## config.mk

```make
export PLATFORM = sky130hd
export DESIGN_NAME = adc_seq_ctrl
export DESIGN_NICKNAME = d
export VERILOG_FILES = /design/src/rtl/adc_seq_pkg.sv /design/src/rtl/adc_cfg_regs.sv /design/src/rtl/adc_sar_engine.sv /design/src/rtl/adc_result_store.sv /design/src/rtl/adc_seq_ctrl.sv
export SDC_FILE = /design/constraint.sdc
export NUM_CORES = 1
export LEC_CHECK = 0
export BUFFER_PORTS_ARGS = -buffer_cell sky130_fd_sc_hd__buf_2
export CAP_MARGIN = 30
export CORE_MARGIN = 4
export CORE_UTILIZATION = 37
export CTS_BUF_LIST = sky130_fd_sc_hd__clkbuf_16
export CTS_CLUSTER_SIZE = 16
export DETAILED_ROUTE_END_ITERATION = 10
export GPL_ROUTABILITY_DRIVEN = 0
export PLACE_DENSITY = 0.64
export SYNTH_ARGS = -nofsm -noshare
export SYNTH_HDL_FRONTEND = slang
export SYNTH_HIERARCHICAL = 1
export SYNTH_SLANG_ARGS = --single-unit
```

## constraint.sdc

```tcl
create_clock -name clk -period 1.5 [get_ports clk]
set_input_delay 0.375 -clock clk [delete_from_list [all_inputs] [get_ports clk]]
set_output_delay 0.375 -clock clk [all_outputs]
set_load 0.005 [all_outputs]
```

## src/rtl/adc_seq_pkg.sv

```systemverilog
package adc_seq_pkg;

  localparam int unsigned SAR_MAX_W = 16;

  typedef enum logic {
    REG_MODE = 1'b0,
    REG_CHAN = 1'b1
  } reg_sel_e;

  // trial code: bits already decided plus the bit under test
  function automatic logic [SAR_MAX_W-1:0] sar_trial(
    input logic [SAR_MAX_W-1:0] kept, input int unsigned step);
    return kept | (SAR_MAX_W'(1) << step);
  endfunction

  // decision on one bit: keep it when the comparator says input >= trial
  function automatic logic [SAR_MAX_W-1:0] sar_decide(
    input logic [SAR_MAX_W-1:0] kept, input int unsigned step, input logic keep);
    return keep ? (kept | (SAR_MAX_W'(1) << step)) : kept;
  endfunction

endpackage

```

## src/rtl/adc_cfg_regs.sv

```systemverilog
module adc_cfg_regs
  import adc_seq_pkg::*;
#(
  parameter int unsigned REG_W  = 8,
  parameter int unsigned CH_W   = 2,
  parameter int unsigned EN_BIT = 7
) (
  input  logic             clk,
  input  logic             rst_n,
  input  logic             wr_en,
  input  logic             wr_sel,
  input  logic [REG_W-1:0] wr_data,
  output logic [CH_W-1:0]  ch_q,
  output logic             restart,
  output logic             stop
);

  logic en_q;
  logic en_next;

  assign en_next = (reg_sel_e'(wr_sel) == REG_MODE) ? wr_data[EN_BIT] : en_q;
  assign restart = wr_en && en_next;
  assign stop    = wr_en && !en_next;

  always_ff @(posedge clk or negedge rst_n) begin
    if (!rst_n) begin
      en_q <= 1'b0;
      ch_q <= '0;
    end else if (wr_en) begin
      if (reg_sel_e'(wr_sel) == REG_MODE) en_q <= wr_data[EN_BIT];
      else                                ch_q <= wr_data[CH_W-1:0];
    end
  end

endmodule

```

## src/rtl/adc_sar_engine.sv

```systemverilog
module adc_sar_engine
  import adc_seq_pkg::*;
#(
  parameter int unsigned RES_W = 10
) (
  input  logic             clk,
  input  logic             rst_n,
  input  logic             restart,
  input  logic             stop,
  input  logic             cmp_in,
  output logic             busy,
  output logic             first_step,
  output logic [RES_W-1:0] trial,
  output logic             done,
  output logic [RES_W-1:0] done_code
);

  localparam int unsigned STEP_W = (RES_W > 1) ? $clog2(RES_W) : 1;
  localparam logic [STEP_W-1:0] MSB_STEP = STEP_W'(RES_W - 1);

  logic              busy_q;
  logic [STEP_W-1:0] step_q;
  logic [RES_W-1:0]  code_q;
  logic [RES_W-1:0]  decided;
  logic              last_step;

  assign decided    = RES_W'(sar_decide(SAR_MAX_W'(code_q), int'(step_q), cmp_in));
  assign last_step  = busy_q && (step_q == '0);
  assign done       = last_step && !restart && !stop;
  assign done_code  = decided;
  assign busy       = busy_q;
  assign first_step = busy_q && (step_q == MSB_STEP);
  assign trial      = busy_q ? RES_W'(sar_trial(SAR_MAX_W'(code_q), int'(step_q))) : '0;

  always_ff @(posedge clk or negedge rst_n) begin
    if (!rst_n) begin
      busy_q <= 1'b0;
      step_q <= MSB_STEP;
      code_q <= '0;
    end else if (restart) begin
      busy_q <= 1'b1;
      step_q <= MSB_STEP;
      code_q <= '0;
    end else if (stop) begin
      busy_q <= 1'b0;
      step_q <= MSB_STEP;
      code_q <= '0;
    end else if (busy_q) begin
      if (last_step) begin
        step_q <= MSB_STEP;
        code_q <= '0;
      end else begin
        step_q <= step_q - 1'b1;
        code_q <= decided;
      end
    end
  end

endmodule

```

## src/rtl/adc_result_store.sv

```systemverilog
module adc_result_store #(
  parameter int unsigned RES_W = 10
) (
  input  logic             clk,
  input  logic             rst_n,
  input  logic             done,
  input  logic [RES_W-1:0] done_code,
  output logic [RES_W-1:0] result,
  output logic             irq
);

  always_ff @(posedge clk or negedge rst_n) begin
    if (!rst_n) begin
      result <= '0;
      irq    <= 1'b0;
    end else begin
      irq <= done;
      if (done) result <= done_code;
    end
  end

endmodule

```

## src/rtl/adc_seq_ctrl.sv

```systemverilog
module adc_seq_ctrl #(
  parameter int unsigned RES_W  = 10,
  parameter int unsigned CH_W   = 2,
  parameter int unsigned REG_W  = 8,
  parameter int unsigned EN_BIT = 7,
  parameter int unsigned HI_W   = 8
) (
  input  logic             clk,
  input  logic             rst_n,
  input  logic             wr_en,
  input  logic             wr_sel,
  input  logic [REG_W-1:0] wr_data,
  input  logic             cmp_in,
  output logic [CH_W-1:0]  ch_sel,
  output logic             sar_start,
  output logic [RES_W-1:0] trial,
  output logic             busy,
  output logic [RES_W-1:0] result,
  output logic [HI_W-1:0]  result_hi,
  output logic             irq
);

  // internal events brought out by name for the checker
  logic             ev_restart;
  logic             ev_stop;
  logic             ev_done;
  logic [RES_W-1:0] done_code;

  adc_cfg_regs #(.REG_W(REG_W), .CH_W(CH_W), .EN_BIT(EN_BIT)) u_regs (
    .clk(clk), .rst_n(rst_n), .wr_en(wr_en), .wr_sel(wr_sel), .wr_data(wr_data),
    .ch_q(ch_sel), .restart(ev_restart), .stop(ev_stop)
  );

  adc_sar_engine #(.RES_W(RES_W)) u_sar (
    .clk(clk), .rst_n(rst_n), .restart(ev_restart), .stop(ev_stop), .cmp_in(cmp_in),
    .busy(busy), .first_step(sar_start), .trial(trial),
    .done(ev_done), .done_code(done_code)
  );

  adc_result_store #(.RES_W(RES_W)) u_res (
    .clk(clk), .rst_n(rst_n), .done(ev_done), .done_code(done_code),
    .result(result), .irq(irq)
  );

  assign result_hi = result[RES_W-1 -: HI_W];

endmodule

```

# ---- Yosys cells after proc, flatten, opt, wreduce, memory -nomap -nowiden
# Cells that the tools add are included.
dict set report totals {
  reg_bits 29
  input_bits 13
  out_inout_bits 33
  wordCells 37
}
dict set report classes {
  add_sub_neg 1
  eq_ne 1
  n_shift 1
  mux 13
  bitwise_logic 1
  n_reduce_logical 13
}
# cell n
set ops {}
lappend ops {{$mux 10} 6}
lappend ops {{$mux 4} 4}
lappend ops {{$or 10x10->10} 1}
lappend ops {{$shl 1x4->10 const A} 1}
lappend ops {{$logic_and 1x1->1} 6}
lappend ops {{$eq 4x4->1 const B} 1}
lappend ops {{$logic_not 4->1} 1}
lappend ops {{$sub 4x1->4 const B} 1}
lappend ops {{$logic_not 1->1} 3}
lappend ops {{$mux 1} 3}
lappend ops {{$reduce_bool 3->1} 1}
lappend ops {{$reduce_and 2->1} 1}
lappend ops {{$reduce_bool 2->1} 1}

# ---- Logic depth before layout (Yosys ltp)
dict set report logic_depth {
  word_depth 7
  ltp_mapped 6
  mapped_depth_nobuf 5
}

# ---- Hierarchy
# The synthesis kept the hierarchy.
# mod instances cells_per_inst area_per_inst_um2 seq_area_each_um2
set by_module_without_submodules {}
lappend by_module_without_submodules {adc_sar_engine 1 105 962.2 377.9}
lappend by_module_without_submodules {adc_result_store 1 22 436.7 275.3}
lappend by_module_without_submodules {adc_cfg_regs 1 11 145.1 75.1}
lappend by_module_without_submodules {adc_seq_ctrl 1 8 60.1 0.0}

# ---- Worst setup path before layout
# OpenSTA, ideal clock, no wires.
dict set report synth_path {
  path_kind {register to register}
  startpoint {reg u_sar.step_q[0]}
  endpoint {reg u_res.result[0]}
  setup_ns 0.125
  arrival_time_ns 1.479
  required_time_ns 1.375
  slack_ns -0.104
  path_stages_with_launch 6
  n_path_buf 1
  period_less_slack_ns 1.604
  path_cell_list {dfstp_2 -> inv_1 -> ha_1 -> and4_1 -> buf_6 -> mux2_4}
}
dict set report synth_via {
  elab_chain_len 4
  word_cells_on_any_way 7
  classes_between {1 x shift; 1 x mux; 1 x bitwise; 4 x reduce/logical}
}
# item line
set synth_rtl {}
lappend synth_rtl {{start, declared} adc_sar_engine.sv:22} ;# logic [STEP_W-1:0] step_q;
lappend synth_rtl {{start signal, assigned} adc_sar_engine.sv:53} ;# step_q <= step_q - 1'b1;
lappend synth_rtl {{$logic_not 4->1} adc_sar_engine.sv:28} ;# assign last_step = busy_q && (step_q == '0);
lappend synth_rtl {{$logic_and 1x1->1} adc_sar_engine.sv:28}
lappend synth_rtl {{$logic_and 1x1->1 (2 in series)} adc_sar_engine.sv:29} ;# assign done = last_step && !restart && !stop;
lappend synth_rtl {{via ev_done} adc_seq_ctrl.sv:26} ;# logic ev_done;
lappend synth_rtl {{end signal, assigned} adc_result_store.sv:18} ;# if (done) result <= done_code;
lappend synth_rtl {{end, declared} adc_result_store.sv:8} ;# output logic [RES_W-1:0] result,
# The timed path passes the listed nets, and every way through them passes these cells.
# A chain may end at the register's enable or synchronous reset.

# ---- Worst setup path after layout
dict set report layout_path {
  startpoint {reg u_sar.step_q[0]}
  endpoint {out trial[1]}
}
dict set report layout_via {
  elab_chain_len 3
}
# item line
set layout_rtl {}
lappend layout_rtl {{$shl 1x4->10} adc_seq_pkg.sv:13} ;# return kept | (SAR_MAX_W'(1) << step);
lappend layout_rtl {{$or 10x10->10} adc_seq_pkg.sv:13}
lappend layout_rtl {{$mux 10} adc_sar_engine.sv:33} ;# assign trial = busy_q ? RES_W'(sar_trial(SAR_MAX_W'(code_q), int'(step_q))) : '0;
lappend layout_rtl {{end, declared} adc_seq_ctrl.sv:16} ;# output logic [RES_W-1:0] trial,
# Every way passes these cells.

==> results.sh <==
export IMPL_crit_chain="ha_2, nor3b_4, nor2_1, nor2_1, buf_2"
export IMPL_io_pins=46
export IMPL_synth_fp_nets=164
export IMPL_start_util_pct=39.25
export IMPL_synth_top_cell_area_share_pct=42.12
export IMPL_finalPower_mw=3.753
export IMPL_cpMostUsedCell="nor2_1"
export IMPL_relSlewSlack_pct=74.40
export IMPL_peakVddDrop_v=0.0006523
export IMPL_final_min_clock_period_ps=1881
export IMPL_dr_pass1_iters=4
export IMPL_skew_ps=6.943
export IMPL_worst_slew_pin_slew_ps=384.0
export IMPL_cp_required_ps=1120
export IMPL_cp_arrival_ps=1510
export IMPL_syn_cell_area_um2=1604
export IMPL_setup_worst_path_end_class="primary output"
export IMPL_hold_class="in -> async"
export IMPL_fin_util_pct=56.43
export IMPL_via_per_inst=5.023
export IMPL_drcViolationCount=0
export IMPL_grt_pass1_vias=1411
export IMPL_finalCritPeriodShare_pct=125.4
export IMPL_r2r_cells=7
export IMPL_setup_ws_ps=-381.4
export IMPL_worstSetupPathType="reg -> out"
export IMPL_critPathMaxFanout=3
export IMPL_post_drt_wl_per_cell_um=14.94
export IMPL_via_count=1326
export IMPL_grt_pass1_wl_mm=6.686
export IMPL_clock_path_buffers=2
export IMPL_r2r_start="u_sar/step_q[0]$_DFFE_PN1P_"
export IMPL_numPortBuffers=40
export IMPL_fin_nets=231
export IMPL_r2r_slack_ps=-300
export IMPL_syn2layout_area_growth_pct=43.76
export IMPL_synth_avg_cell_area_um2=10.99
export IMPL_crit_path_start_kind="flop"
export IMPL_synth_seq_area_share_pct=45.40
export IMPL_rows=23
export IMPL_rsz0062_at_grt="yes"
export IMPL_die_w_um=73.84
export IMPL_ys_warn_count=6
export IMPL_antenna_found_initial=0
export IMPL_cts_root_buf="clkbuf_16"
export IMPL_hpwl_mm=2.751
export IMPL_die_area_um2=5452
export IMPL_synth_seq_cells=29
export IMPL_max_stage_delay_ps=550
export IMPL_netlist_instances=146
export IMPL_cts_tree="built"
export IMPL_grt_usage_pct=16.34
export IMPL_p_per_area_nw_per_um2=1627
export IMPL_leakage_nw=1.206
export IMPL_fp_dieH_um=73.84
export IMPL_fmax_ghz=0.5315
export IMPL_core_um2=4086
export IMPL_r2r_end="u_res/result[8]$_DFFE_PN0P_"
export IMPL_cap_viol_max_count=0
export IMPL_slowest_stage="dfstp_2"
export IMPL_finalWirelength_mm=3.943
export IMPL_cts_buffers=5
export IMPL_cts_sinks=29
export IMPL_setup_viol=35
export IMPL_synth_cell_type_count=36
export IMPL_overflow=0
export IMPL_yosys_top_cells_area="dfrtp_1 (42%), mux2_4 (10%), nor2_1 (4.4%)"
export IMPL_finalHoldViolations=0
export IMPL_path_clk_slew_ps=50
export IMPL_insertion_delay_ps=280
export IMPL_drv_slew=0
export IMPL_drt_iter0_drc=106
export IMPL_h_tree_depth=2
export IMPL_layout_drive_gt1_share_pct=62.62
export IMPL_ant_nets=0
export IMPL_violations="setup timing"
export IMPL_grt_max_degree=30
export IMPL_fillers=372
export IMPL_diodes=0
export IMPL_status="finished, violations left"
export IMPL_yosysTopAreaCell="dfrtp_1"
==> worst max-delay path, delay by kind of cell (launching register included) <==
family	cells	cell delay, ps
AND/OR/NAND/NOR	3	350
buffers and inverters	1	120
adder cells (fa/ha/maj)	1	210
flip-flops	1	550
==> placed cells by master (no fill, tap or decap), types with 3 or more instances in the layout <==
cell type	netlist	final
buf_2	3	40
buf_4	8	32
dfrtp_1	27	26
nor2_1	19	16
mux2_4	11	11
nor2_2	6	8
a21o_1	7	7
a21oi_2	0	6
a31oi_1	7	6
clkbuf_16	0	5
a21oi_1	11	5
buf_6	4	4
nand2_1	3	3
inv_2	1	3
a31o_1	3	3
==> cell type report <==
| type | instances | area (um^2) | area share [%] |
|---|---|---|---|
| well taps | 50 | 62.56 | 2.713 |
| inverters | 3 | 11.26 | 0.4883 |
| clock inverters | 3 | 12.51 | 0.5426 |
| flip-flops and latches | 29 | 729.5 | 31.63 |
| multi-input cells | 97 | 859.6 | 37.28 |
| clock buffers | 5 | 125.1 | 5.426 |
| repair buffers | 77 | 505.5 | 21.92 |
==> what timing repair did <==
action	4_1_cts	5_1_grt
setup buffers	8	2
setup endpoints to repair	34	34
resized for setup	24	9
hold buffers	0	0
pin swaps	18	1
==> where the power goes <==
group	internal [mW]	switching (mW)	total, mW
Combinational	0.954	0.751	1.70
Sequential	0.932	0.174	1.11
Clock	0.598	0.345	0.943
==> cells in the mapped netlist, drive strengths merged <==
library cell / n
a21o: 7
a21oi: 11
a311o: 1
a31o: 3
a31oi: 7
and2: 2
and3: 1
and3b: 2
and4: 1
buf: 15
clkbuf: 2
dfrtp: 27
dfstp: 2
ha: 5
inv: 3
mux2: 13
mux2i: 1
nand2: 3
nand2b: 1
nor2: 26
nor2b: 3
nor3: 1
nor3b: 2
o21bai: 2
o31a: 1
o32ai: 1
or3: 1
xnor2: 1
xor2: 1
==> layer usage <==
metal	routed length (um)	part of all wire [%]	track usage, %
met1	1725	44	19.80
met2	1894	48	26.08
met4	65	1.6	7.042
met3	257	6.5	5.746
met5	0	0	0
==> worst max path at each step <==
stage	from	endpoint	slack, ps
detailed placement	wr_sel	u_res/result[4]$_DFFE_PN0P_	-350
global placement	wr_sel	u_res/result[3]$_DFFE_PN0P_	-300
global route	u_sar/step_q[0]$_DFFE_PN1P_	trial[4]	-450
floorplan	wr_sel	u_res/result[0]$_DFFE_PN0P_	-70
CTS	u_sar/step_q[0]$_DFFE_PN1P_	trial[1]	-390
finish	u_sar/step_q[0]$_DFFE_PN1P_	trial[1]	-380
==> sequential cells by signal, summed over array words and instances (netlist names) <==
name and cells:
u_sar/code_q 10, u_sar/busy 1, u_regs/ch_q 2, u_res/irq 1, u_regs/en_q 1, u_res/result 10, u_sar/step_q 4
==> logic make-up (layout without fill, tap and decap cells) <==
| kind of cell | Yosys count | count (layout) | share of synthesized area [%] |
|---|---|---|---|
| DFF | 29 | 29 | 45.40 |
| xor gates and xnor gates | 2 | 2 | 1.092 |
| and+or+nand+nor | 43 | 43 | 14.20 |
| buffers and inverters | 20 | 88 | 8.658 |
| adders and majority gates | 5 | 5 | 3.900 |
| AOI/OAI and AO/OA | 33 | 33 | 14.43 |
| muxes | 14 | 14 | 12.32 |
==> metrics by stage <==
step	hold slack, ps	setup WS, ps	cells	setup TNS [ps]	instance area, um^2
finish	101.9	-381.4	264	-8819	2306
global route	145.7	-446.6	264	-10670	2306
CTS	114.5	-391.0	262	-6432	2265
detailed placement	409.1	-350.4	247	-7170	1977
global placement	399.8	-297.7	247	-5920	1977
floorplan	79.41	-74.47	146	-786.9	1619
Note: power is estimated with default switching activity, not from simulation.
